==> src/rtl/sc_tend_timer.sv <==
module sc_tend_timer #(
  parameter int ETU_CYCLES = 372
) (
  input  logic clk,
  input  logic rst_n,
  input  logic tx_en,
  input  logic aux_en,
  input  logic guard_mode,
  input  logic block_mode,
  input  logic char_start,
  input  logic err_sig,
  input  logic tdr_empty,
  input  logic rd_strobe,
  input  logic wr_strobe,
  input  logic wr_data,
  input  logic dtc_wr,
  input  logic dma_wr,
  output logic tend,
  output logic xfer_req
);
  // ETU_CYCLES must be even so that a half etu is a whole number of cycles
  localparam int HALF  = ETU_CYCLES / 2;
  localparam int T_ONE = 2 * HALF;
  localparam int T_BLK = 3 * HALF;
  localparam int T_STD = 5 * HALF;
  localparam int CW    = $clog2(T_STD + 1);

  logic [CW-1:0] cyc;
  logic [CW-1:0] target;
  logic          run;
  logic          err_seen;
  logic          rd_arm;
  logic          enabled;
  logic          hit;
  logic          ok;
  logic          sw_clr;
  logic          clr;

  assign enabled  = tx_en | aux_en;
  assign target   = guard_mode ? CW'(T_ONE - 1) :
                    block_mode ? CW'(T_BLK - 1) : CW'(T_STD - 1);
  assign hit      = run & ~char_start & (cyc == target);
  assign ok       = ~err_seen & ~err_sig & tdr_empty;
  assign xfer_req = tx_en & (block_mode ? tdr_empty : tend);
  assign sw_clr   = wr_strobe & ~wr_data & rd_arm;
  assign clr      = dtc_wr | (dma_wr & xfer_req) | sw_clr;

  always_ff @(posedge clk or negedge rst_n) begin
    if (!rst_n) begin
      run <= 1'b0;
      cyc <= '0;
    end else if (char_start) begin
      run <= 1'b1;
      cyc <= '0;
    end else if (hit) begin
      run <= 1'b0;
    end else if (run) begin
      cyc <= cyc + 1'b1;
    end
  end

  always_ff @(posedge clk or negedge rst_n) begin
    if (!rst_n)          err_seen <= 1'b0;
    else if (char_start) err_seen <= 1'b0;
    else if (run && err_sig) err_seen <= 1'b1;
  end

  always_ff @(posedge clk or negedge rst_n) begin
    if (!rst_n)                  rd_arm <= 1'b0;
    else if (char_start || sw_clr) rd_arm <= 1'b0;
    else if (rd_strobe && tend)  rd_arm <= 1'b1;
  end

  // the set point wins over a clear in the same cycle
  always_ff @(posedge clk or negedge rst_n) begin
    if (!rst_n)         tend <= 1'b1;
    else if (!enabled)  tend <= 1'b1;
    else if (hit && ok) tend <= 1'b1;
    else if (clr)       tend <= 1'b0;
  end
endmodule


==> config.mk <==
export PLATFORM = sky130hd
export DESIGN_NAME = sc_tend_timer
export DESIGN_NICKNAME = d
export VERILOG_FILES = /design/src/rtl/sc_tend_timer.sv
export SDC_FILE = /design/constraint.sdc
export NUM_CORES = 1
export LEC_CHECK = 0
export BUFFER_PORTS_ARGS = -buffer_cell sky130_fd_sc_hd__buf_4
export CORE_ASPECT_RATIO = 1.1
export CORE_MARGIN = 1
export CORE_UTILIZATION = 52
export CTS_BUF_LIST = sky130_fd_sc_hd__clkbuf_16
export DETAILED_ROUTE_END_ITERATION = 16
export PLACE_DENSITY = 0.76
export SYNTH_ARGS = -nofsm -noshare
export SYNTH_HDL_FRONTEND = slang
export SYNTH_SLANG_ARGS = --single-unit
==> constraint.sdc <==
create_clock -name clk -period 2.3 [get_ports clk]
set_clock_uncertainty 0.2 [all_clocks]
set_input_delay 0 -clock clk [delete_from_list [all_inputs] [get_ports clk]]
set_output_delay 0 -clock clk [all_outputs]
set_load 0.005 [all_outputs]
# Word-level counts from Yosys, hierarchy flattened
# Index checks and enable logic that the tools add are counted.
[totals]
latchBits = 0
ram_bits = 0
mem_bits_ro = 0
output_inout_bits = 2
inputBits = 14
register_bits = 14
memories = 0
[op_classes]
n_reduce_logical = 9
mux = 15
n_div = 0
n_eq_ne = 3
mul = 0
shifts = 0
n_addsub = 1
n_lt_le_gt_ge = 0
bitwise_logic = 15
[op_table]
columns = ["cell", "n"]
rows = [
  ["$mux 10", 4],
  ["$add 10x1->10 const B", 1],
  ["$eq 10x10->1", 1],
  ["$mux 1", 10],
  ["$mux 9", 1],
  ["$and 1x1->1", 8],
  ["$reduce_bool 2->1", 4],
  ["$not 1->1", 4],
  ["$logic_and 1x1->1", 3],
  ["$ne 3x1->1 const B", 1],
  ["$or 1x1->1", 3],
  ["$ne 2x2->1 const B", 1],
  ["$reduce_and 2->1", 1],
  ["$logic_or 1x1->1", 1],
]

# Depth between registers and ports, before layout
[depth]
ltp_word = 8
mapped_depth = 6
depth_no_buf = 5

# Least setup slack after synthesis
# No wires, ideal clock.
[synth_timing]
path_kind = "reg-to-reg"
startpoint = "register cyc[6]"
endpoint = "register cyc[4]"
path_stages_with_launch = 6
arrival_time_ps = 1366
path_buffers = 0
path_slack_ps = 607
setup_ps = 127
period_less_slack_ps = 1693
required_ps = 1973
path_cell_list = "dfrtp_1 > nor4b_1 > o21ai_0 > a221oi_2 > nand2b_1 > o31ai_1"
[synth_via]
elab_chain_cells = 4
[synth_lines]
columns = ["element", "line", "rtl"]
rows = [
  ["start: declaration", "28", "logic [CW-1:0] cyc;"],
  ["start signal: assignment", "58", "cyc <= cyc + 1'b1;"],
  ["$eq 10x10->1", "42", "assign hit = run & ~char_start & (cyc == target);"],
  ["$and 1x1->1", "42", ""],
  ["$ne 2x2->1 (no source line)", "n/a", ""],
  ["$reduce_and 2->1 (no source line)", "n/a", ""],
]
# No other way between the ends.
# A chain may end at the register's enable or synchronous reset.

# Worst setup path after layout
[layout_timing]
startpoint = "register cyc[8]"
endpoint = "register cyc[1]"
# The elaborated chain is that of the path after synthesis.

==> metrics.csv <==
stage,metric,value,unit
detailed_routing,initial detailed-routing violation count,12,
detailed_routing,DR pass1 iterations,4,
sta,hold_ws,42.87,ps
synth,#FFs+latches synth,14,
detailed_routing,total wire length,2003,µm
clock_tree,H-tree levels,1,
clock_tree,Root Driver,clkbuf_16,
critical_path,"Arr. time, crit path",1820,ps
floorplanning,Die Y,42.87,µm
synth,Cells after Synth,85,
layout,post-route non-filler standard cell count,129,
synth,Yosys cell types,32,
critical_path,Worst path max stage delay,420,ps
clock_tree,"CTS clk-pin slew, worst paths",40,ps
critical_path,CP endpoint kind,register,
global_route,total gr overflow,0,
detailed_routing,# DRC,0,
synth,"EDFF count, synth",0,
layout,Antenna Cells,0,
critical_path,crit-path leading delay family,compound AO/OA/AOI/OAI gates,
layout,layout filler cell count,86,
floorplanning,I/O pin count,16,
sta,max-slew violations,0,
placement,IO buf count,15,
synth,Synthesized Nets,100,
power,Max VDD drop,682.4,µV
layout,Area growth syn-to-layout,39.30,%
global_route,vias in the first global route,757,
sta,RSZ-0062 raised after global routing,false,
layout,fin nets,129,
critical_path,CP cell instances,nor4b_1 -> a31oi_1 -> a221oi_2 -> nand2b_1 -> o21ai_0,
power,Logic pwr share,15.2,%
job,max_cap viols,0,
clock_tree,CTS tree,built,
sta,Worst slew margin,59.58,%
power,NetSw,0.1896,mW
clock_tree,clock tree sinks,14,
critical_path,CP max FO,5,
clock_tree,Post-CTS Setup Bufs,0,
critical_path,Crit Path Class,register to register,
global_route,first-pass GRT wire length,3463,µm
detailed_routing,WL/cell,15.53,µm
floorplanning,Initial Util,57.05,%
placement,Post-DP Area,910.9,µm²
critical_path,CP startpoint kind,register,
detailed_routing,Routed Antenna Nets,0,
layout,post-route cell area,1100,µm²
detailed_routing,Via-to-Cell Ratio,6.039,
global_route,total track usage,30.75,%
floorplanning,Die Wd,39.15,µm
synth,Avg Inst Size Synth,9.288,µm²
critical_path,Critical path buffers and inverters,0,
power,Static Leakage,0.4826,nW
layout,multi-input logic area,419.2,µm²
layout,share of cells above drive strength 1,21.24,%
placement,Placer Congestion,0.8065,
power,Clock Power Share,42.7,%
outcome,outcome,finished clean,
sta,final setup TNS,0,ps
sta,Final setup viols,0,
detailed_routing,routed vias,779,
synth,Synth warnings,0,
clock_tree,clk_lat worst skew,240,ps
power,Pint,0.5689,mW
global_route,largest net degree at the start of global routing,14,
power,switching share of total power,25.00,%
synth,Netlist Area Pre-Place,789.5,µm²
power,Pwr Density,689.7,nW/µm²
placement,DP HPWL,1161,µm
sta,Tmin final,1906,ps
critical_path,Worst Path Required,2210,ps
floorplanning,core box area,1384,µm²
placement,placed cells,114,
sta,Fin. Hold Viols,0,
clock_tree,cts bufs inserted,3,
power,sequential power share,42.1,%
global_route,initial antenna violation count,0,
sta,Max Fclk,0.5246,GHz
floorplanning,row cnt,14,
floorplanning,die area,1678,µm²
synth,top_reg_cell synth,dfrtp_1,
power,Power Total,0.7585,mW
min_path,Min-Delay Path Class,primary input to async pin,
synth,share of synthesized flip-flops with an asynchronous set or reset,100.0,%
critical_path,"Max stage delay cell, worst path",dfrtp_1,
clock_tree,Max Root-Sink Buffers,2,
sta,fin crit share,82.87,%
layout,Register Area,351.6,µm²
sta,Worst Tran Pin Value,604.3,ps
synth,sequential fraction of the synthesis area,44.53,%
==> metal layers <==
| layer | GRT usage (%) | wire (µm) | vias to the layer above |
|---|---|---|---|
| met5 | 0 | 0 | - |
| met4 | 12.41 | 30 | 0 |
| met3 | 6.283 | 98 | 6 |
| met2 | 49.33 | 1019 | 34 |
| met1 | 39.25 | 855 | 377 |
| li1 | - | - | 362 |
==> cell usage in the layout (no fill, tap or decap), types with 2 or more instances in the layout <==
cell type,count
buf_4,15
nor2_1,13
dfrtp_1,13
dlygate4sd3_1,11
xor2_1,6
o21ai_0,6
a21oi_1,5
nand2_1,5
nand4_1,4
nand3_1,4
nand3b_1,3
clkbuf_16,3
nor4b_1,2
inv_1,2
and3_1,2
==> per-stage QoR <==
step,util [%],setup slack (ps)
floorplan,-,607.1
global placement,65.82,518.1
detailed placement,65.82,431.3
CTS,79.48,412.5
global route,79.48,260.8
finish,79.48,393.9
==> state kept, by name (all words and copies together) (netlist names) <==
register  cells
cyc          10
rd_arm        1
run           1
tend          1
err_seen      1
==> Yosys cell counts (2+ instances only) <==
library cell   n  area (µm²)
inv_1          2       7.510
nand3b_1       3       22.52
and3_1         2       12.51
nor4b_1        2       17.52
dfrtp_1       13       325.3
nand2_1        5       18.77
o21ai_0        6       30.03
nor2_1        13       48.80
xor2_1         6       52.55
nand3_1        4       20.02
a21oi_1        5       25.02
nand4_1        4       25.02
==> power groups by stage <==
stage	Combinational, mW	Sequential (mW)	Clock [mW]
global route	0.134	0.325	0.341
global placement	0.0934	0.320	0
CTS	0.113	0.318	0.329
finish	0.116	0.319	0.324
floorplan	0.0577	0.308	0
detailed placement	0.0959	0.320	0
==> kinds of logic (layout without fill, tap and decap cells) <==
kind of cell             Yosys count  count (layout)  synth area share (%)
AO/OA/AOI/OAI                     16              16                 12.68
XOR/XNOR                           6               6                 6.656
adder cells (fa/ha/maj)            1               1                 1.585
buffers and inverters              4              32                 2.377
flip-flops                        14              14                 44.53
multiplexers                       1               1                 1.268
AND/OR/NAND/NOR                   43              43                 30.91
==> worst paths after layout <==
check	start	to	slack (ps)	cells past startpoint
hold / removal	rst_n	tend	40	2
hold reg to reg	cyc[0]	cyc[0]	380	1
setup / recovery	cyc[8]	cyc[1]	390	5
setup reg to reg	cyc[8]	cyc[1]	390	5
max in group asynchronous	rst_n	cyc[7]	840	3
min in group clk	guard_mode	run	90	4
==> final cells by class <==
cell class                 instances  share of cell area, %
tap                               16                  1.820
timing repair buffer              26                  20.25
clock buffer                       3                  6.826
multi-input combinational         67                  38.11
clock inverter                     1                 0.3413
inverter                           2                 0.6826
sequential                        14                  31.97
==> timing repair <==
| item | in CTS | in global routing |
|---|---|---|
| hold buffers | 11 | 0 |
| gates resized for setup | 0 | 0 |
| hold endpoints to repair | 25 | 0 |
(Power assumes the default switching activity.)
